===== src/rtl/spi_core_pkg.sv =====
package spi_core_pkg;
  typedef enum logic [1:0] {ST_IDLE, ST_REQ, ST_XFER} spi_st_e;
endpackage


===== src/rtl/spi_clk_gen.sv =====
module spi_clk_gen #(
  parameter int DIV_W = 4
) (
  input  logic             clk_i,
  input  logic             rst_ni,
  input  logic             run_i,
  input  logic [DIV_W-1:0] half_i,
  output logic             edge_o
);
  logic [DIV_W-1:0] cnt_q;

  assign edge_o = run_i && (cnt_q == half_i - DIV_W'(1));

  always_ff @(posedge clk_i or negedge rst_ni) begin
    if (!rst_ni)                cnt_q <= '0;
    else if (!run_i || edge_o)  cnt_q <= '0;
    else                        cnt_q <= cnt_q + DIV_W'(1);
  end
endmodule


===== src/rtl/spi_timeout.sv =====
module spi_timeout #(
  parameter int TMO_CYC = 16
) (
  input  logic clk_i,
  input  logic rst_ni,
  input  logic run_i,
  output logic expire_o
);
  localparam int TMO_W = $clog2(TMO_CYC + 1);
  logic [TMO_W-1:0] cnt_q;

  assign expire_o = run_i && (cnt_q == TMO_W'(TMO_CYC - 1));

  always_ff @(posedge clk_i or negedge rst_ni) begin
    if (!rst_ni)        cnt_q <= '0;
    else if (!run_i)    cnt_q <= '0;
    else if (!expire_o) cnt_q <= cnt_q + TMO_W'(1);
  end
endmodule


===== src/rtl/spi_shift.sv =====
module spi_shift #(
  parameter int WORD_W = 8
) (
  input  logic              clk_i,
  input  logic              rst_ni,
  input  logic              load_i,
  input  logic [WORD_W-1:0] data_i,
  input  logic              cpha_i,
  input  logic              shift_i,
  input  logic              sample_i,
  input  logic              miso_i,
  output logic              mosi_o,
  output logic [WORD_W-1:0] rx_q_o,
  output logic [WORD_W-1:0] rx_word_o
);
  logic [WORD_W-1:0] tx_q, rx_q;
  logic              mosi_q;

  assign rx_word_o = {rx_q[WORD_W-2:0], miso_i};
  assign rx_q_o    = rx_q;
  assign mosi_o    = mosi_q;

  always_ff @(posedge clk_i or negedge rst_ni) begin
    if (!rst_ni) begin
      tx_q   <= '0;
      rx_q   <= '0;
      mosi_q <= 1'b0;
    end else begin
      if (load_i) begin
        // phase 0 needs the first bit on the line before the first edge
        if (!cpha_i) begin
          mosi_q <= data_i[WORD_W-1];
          tx_q   <= {data_i[WORD_W-2:0], 1'b0};
        end else begin
          mosi_q <= 1'b0;
          tx_q   <= data_i;
        end
      end else if (shift_i) begin
        mosi_q <= tx_q[WORD_W-1];
        tx_q   <= {tx_q[WORD_W-2:0], 1'b0};
      end
      if (sample_i) rx_q <= rx_word_o;
    end
  end
endmodule


===== src/rtl/spi_master_core.sv =====
module spi_master_core
  import spi_core_pkg::*;
#(
  parameter int WORD_W  = 8,
  parameter int NUM_SLV = 4,
  parameter int DIV_W   = 4,
  parameter int TMO_CYC = 16,
  localparam int SEL_W  = (NUM_SLV > 1) ? $clog2(NUM_SLV) : 1
) (
  input  logic               clk_i,
  input  logic               rst_ni,
  input  logic               cpol_i,
  input  logic               cpha_i,
  input  logic [DIV_W-1:0]   div_i,
  input  logic [SEL_W-1:0]   sel_i,
  input  logic               start_i,
  output logic               fifo_req_o,
  input  logic               fifo_valid_i,
  input  logic [WORD_W-1:0]  fifo_data_i,
  output logic [WORD_W-1:0]  rx_data_o,
  output logic               rx_valid_o,
  output logic               cfg_err_o,
  output logic               fifo_err_o,
  output logic               sclk_o,
  output logic               mosi_o,
  input  logic               miso_i,
  output logic [NUM_SLV-1:0] ss_n_o
);
  localparam int EDGE_W = $clog2(2 * WORD_W);

  spi_st_e            st_q;
  logic               cpol_q, cpha_q, burst_q, phase_q;
  logic [DIV_W-1:0]   half_q;
  logic [SEL_W-1:0]   sel_q;
  logic [EDGE_W-1:0]  edge_cnt_q;
  logic [WORD_W-1:0]  rx_data_q, rx_full, rx_word;
  logic               rx_valid_q, cfg_err_q, fifo_err_q;
  logic               sclk_edge, tmo_hit, cfg_ok, is_sample, last_edge, load;

  assign cfg_ok     = (div_i != '0) && !div_i[0];
  assign is_sample  = sclk_edge && (edge_cnt_q[0] == cpha_q);
  assign last_edge  = edge_cnt_q == EDGE_W'(2 * WORD_W - 1);
  assign load       = (st_q == ST_REQ) && fifo_valid_i;

  spi_clk_gen #(.DIV_W(DIV_W)) u_clk (
    .clk_i (clk_i), .rst_ni(rst_ni), .run_i(st_q == ST_XFER),
    .half_i(half_q), .edge_o(sclk_edge)
  );

  spi_timeout #(.TMO_CYC(TMO_CYC)) u_tmo (
    .clk_i(clk_i), .rst_ni(rst_ni), .run_i(st_q == ST_REQ), .expire_o(tmo_hit)
  );

  spi_shift #(.WORD_W(WORD_W)) u_shift (
    .clk_i   (clk_i),      .rst_ni  (rst_ni),
    .load_i  (load),       .data_i  (fifo_data_i),
    .cpha_i  (cpha_q),     .shift_i (sclk_edge && !is_sample),
    .sample_i(is_sample),  .miso_i  (miso_i),
    .mosi_o  (mosi_o),     .rx_q_o  (rx_full),
    .rx_word_o(rx_word)
  );

  always_ff @(posedge clk_i or negedge rst_ni) begin
    if (!rst_ni) begin
      st_q       <= ST_IDLE;
      cpol_q     <= 1'b0;
      cpha_q     <= 1'b0;
      half_q     <= '0;
      sel_q      <= '0;
      burst_q    <= 1'b0;
      phase_q    <= 1'b0;
      edge_cnt_q <= '0;
      rx_data_q  <= '0;
      rx_valid_q <= 1'b0;
      cfg_err_q  <= 1'b0;
      fifo_err_q <= 1'b0;
    end else begin
      rx_valid_q <= 1'b0;
      cfg_err_q  <= 1'b0;
      fifo_err_q <= 1'b0;
      unique case (st_q)
        ST_IDLE: if (start_i) begin
          if (cfg_ok) begin
            cpol_q  <= cpol_i;
            cpha_q  <= cpha_i;
            half_q  <= div_i >> 1;
            sel_q   <= sel_i;
            burst_q <= 1'b0;
            st_q    <= ST_REQ;
          end else begin
            cfg_err_q <= 1'b1;
          end
        end
        ST_REQ: if (fifo_valid_i) begin
          st_q       <= ST_XFER;
          burst_q    <= 1'b1;
          phase_q    <= 1'b0;
          edge_cnt_q <= '0;
        end else if (tmo_hit) begin
          // a silent source is an error only before the first word
          fifo_err_q <= !burst_q;
          burst_q    <= 1'b0;
          st_q       <= ST_IDLE;
        end
        ST_XFER: if (sclk_edge) begin
          phase_q    <= ~phase_q;
          edge_cnt_q <= edge_cnt_q + EDGE_W'(1);
          if (last_edge) begin
            rx_data_q  <= cpha_q ? rx_word : rx_full;
            rx_valid_q <= 1'b1;
            st_q       <= ST_REQ;
          end
        end
        default: st_q <= ST_IDLE;
      endcase
    end
  end

  assign fifo_req_o = (st_q == ST_REQ);
  assign rx_data_o  = rx_data_q;
  assign rx_valid_o = rx_valid_q;
  assign cfg_err_o  = cfg_err_q;
  assign fifo_err_o = fifo_err_q;
  assign sclk_o     = (st_q == ST_IDLE) ? cpol_i : (cpol_q ^ phase_q);

  for (genvar g = 0; g < NUM_SLV; g++) begin : g_ss
    assign ss_n_o[g] = !(burst_q && (sel_q == SEL_W'(g)));
  end
endmodule


===== config.mk =====
export PLATFORM = sky130hd
export DESIGN_NAME = spi_master_core
export DESIGN_NICKNAME = d
export VERILOG_FILES = /design/src/rtl/spi_core_pkg.sv /design/src/rtl/spi_clk_gen.sv /design/src/rtl/spi_timeout.sv /design/src/rtl/spi_shift.sv /design/src/rtl/spi_master_core.sv
export SDC_FILE = /design/constraint.sdc
export NUM_CORES = 1
export LEC_CHECK = 0
export BUFFER_PORTS_ARGS = -buffer_cell sky130_fd_sc_hd__buf_4
export CAP_MARGIN = 15
export CORE_MARGIN = 2
export CORE_UTILIZATION = 60
export CTS_CLUSTER_DIAMETER = 30
export DETAILED_ROUTE_END_ITERATION = 16
export GPL_ROUTABILITY_DRIVEN = 0
export PLACE_DENSITY = 0.84
export SLEW_MARGIN = 20
export SYNTH_ARGS = -nofsm -noshare
export SYNTH_HDL_FRONTEND = slang
export SYNTH_SLANG_ARGS = --single-unit

===== constraint.sdc =====
create_clock -name clk_i -period 5.75 [get_ports clk_i]
set_input_delay 1.725 -clock clk_i [delete_from_list [all_inputs] [get_ports clk_i]]
set_output_delay 1.725 -clock clk_i [all_outputs]
set_load 0.03 [all_outputs]

==> impl_metrics.tcl <==
set metrics [dict create \
    grt_max_degree 53 \
    min_period_ns 3.89 \
    r2r-start "half_q[0]$_DFFE_PN0P_" \
    clockBufferDepth 2 \
    ys.flop_type "dfrtp_1" \
    min_path_type "reg2reg" \
    hold_path_end "rx_data_o[7]$_DFFE_PN0P_" \
    rows 23 \
    fmaxAchievable_ghz 0.257 \
    synth_edf_count 0 \
    fin_nets 299 \
    powerDensity_nw_per_um2 434 \
    cts_tree "done" \
    start_util_pct 62.8 \
    vias 1835 \
    post-route-util_pct 72.6 \
    port_buffers 38 \
    drtPass1Iterations 4 \
    skew_ns 0.00635 \
    dp_cells 316 \
    synthMuxAreaShare_pct 15.5 \
    clk_pin_slew_ns 0.09 \
    fillers 296 \
    setup_tns_ns 0 \
    hp-start "rx_data_o[7]$_DFFE_PN0P_" \
    finalMaxSlewViolations 0 \
    endpoint_kind "output port" \
    grt_first_pass_wirelength_mm 7.97 \
    clkLatencyLatePin_ns 0.31 \
    reg2reg_slack_ns 3.21 \
    ys_seq_area_share_pct 51.1 \
    placed_area_sq_um 2850 \
    dieArea_sq_um 4790 \
    coreArea_sq_um 4060 \
    synth-xor-area-share_pct 3.44 \
    htree_levels 2 \
    fin_cells 324 \
    io_pins 39 \
    vias_per_cell 5.66 \
    routedWlPerCell_microns 13.8 \
    layout_commonest_cell "dfrtp_1" \
    syn_nets 262 \
    hold_viol_final 0 \
    synth_area_sq_um 2550 \
    timing.rr.end "u_shift.rx_q_o[0]$_DFFE_PN0P_" \
    routed_wl_mm 4.49 \
    cts-resized-gates 0 \
    grt_pass1_vias 1742 \
    drcViolationCount 0 \
    arrival_ns 2.16 \
    area_delta_synth_final_pct 15.7 \
    r2r_cells 7 \
    ant_nets 0 \
    stdcell_area_sq_um 2950 \
    drt_iter0_drc 107 \
    postSynthAreaPerCell_sq_um 10.8 \
    die_height_microns 69.2 \
    synth_compound_area_share_pct 9.23 \
    layout_common_cells "52 x dfrtp_1, 38 x buf_4, 27 x o21ai_0" \
    synth.distinct_cells 41 \
    leakage_uw 0.00140 \
    cts-hold-fix-buffers 0 \
    maxSlewHeadroom_pct 38.0 \
    grtUsageTotal_pct 20.7 \
    rsz0062_at_grt "false" \
    die_w_microns 69.2 \
    root_buffer "clkbuf_8" \
    cp_max_fo 2 \
    peakVddDrop_uv 286 \
    gr-total-overflow 0 \
    setup_viol 0 \
    synth-simple-area-share_pct 15.8 \
    worst_pin_slew_ns 0.930 \
    crit_path_start_kind "input port" \
    cts_inserted_buffers 5 \
    diodes 0 \
    yosys_warnings 0 \
    worst_hold_slack_ns 0.493 \
    synth_adder_area_share_pct 2.45 \
    hold_depth 2 \
    status "finished clean" \
    cts.sinks 52 \
    fin_crit_sh_pct 67.6 \
    ys_ff_latch 52 \
    drv_cap 0 \
    post-cts-setup-buffers 0 \
    synth_top_family_by_area "simple AND/OR/NAND/NOR gates" \
    synthCells 236 \
    cp.required_ns 4.03 \
    hpwl_mm 3.15 \
    antenna_found_initial 0 \
    layout-drive-gt1-share_pct 28.1 \
    path_class "in2out" \
    synthArstFlopShare_pct 100 \
]
state kept, by name (all words and copies together) (netlist names):
register	count
burst_q	1
cfg_err_o	1
cpha_q	1
cpol_q	1
edge_cnt_q	4
fifo_err_o	1
half_q	3
phase_q	1
rx_data_o	8
rx_valid_o	1
sel_q	2
st_q	2
u_clk.cnt_q	4
u_shift.mosi_o	1
u_shift.rx_q_o	8
u_shift.tx_q	8
u_tmo.cnt_q	5
critical path, stage by stage:
cell     delay [ns]
buf_4          0.12
nand2_1        0.07
o21ai_0        0.08
buf_4          0.18
worst max-delay path by stage:
stage                 from      to
floorplan           cpol_i  sclk_o
global placement    cpol_i  sclk_o
detailed placement  cpol_i  sclk_o
CTS                 cpol_i  sclk_o
global route        cpol_i  sclk_o
finish              cpol_i  sclk_o
through the flow:
step	worst slack [ns]	total power, uW
after detailed placement	1.87	1080
after global placement	1.91	1060
after global routing	1.82	1380
after floorplan	1.94	953
final	1.86	1280
after CTS	1.87	1290
final cells by class:
cell class | instances | area, sq um | area share (%)
tap | 50 | 62.6 | 2.12
clock buffer | 5 | 68.8 | 2.33
inverter | 6 | 22.5 | 0.764
clock inverter | 3 | 18.8 | 0.637
multi-input combinational | 170 | 1190 | 40.3
sequential | 52 | 1300 | 44.1
timing repair buffer | 38 | 285 | 9.68
cell usage after synthesis (5+ instances only):
| cell | instances | share of area (%) |
|---|---|---|
| inv_1 | 6 | 0.88 |
| ha_1 | 5 | 2.5 |
| xnor2_1 | 5 | 1.7 |
| xor2_1 | 5 | 1.7 |
| mux2_2 | 20 | 8.8 |
| nand3_1 | 7 | 1.4 |
| mux2i_1 | 17 | 6.7 |
| a21oi_1 | 6 | 1.2 |
| and3_1 | 5 | 1.2 |
| o21ai_0 | 27 | 5.3 |
| nand2_1 | 23 | 3.4 |
| nor2_1 | 17 | 2.5 |
| dfrtp_1 | 52 | 51 |
report_power, final:
group	switching [uW]	total [uW]	internal (uW)
clock network	119	204	85.0
registers	124	591	468
logic	253	484	232
cells by family (layout without fill, tap and decap cells):
| logic type | count (synthesis) | count (layout) |
|---|---|---|
| AOI/OAI and AO/OA | 41 | 41 |
| and+or+nand+nor | 77 | 77 |
| adders and majority gates | 5 | 5 |
| xor gates and xnor gates | 10 | 10 |
| DFF | 52 | 52 |
| buffers and inverters | 14 | 52 |
| muxes | 37 | 37 |
per-layer routing:
metal | global-route usage, % | share of wire [%] | vias to the layer above
met5 | 0 | 0 | -
met4 | 8.50 | 2.2 | 0
met3 | 4.94 | 3.0 | 11
met2 | 32.3 | 48 | 27
met1 | 28.0 | 47 | 890
li1 | - | - | 907
No activity file was read; power rests on OpenSTA's default activity.
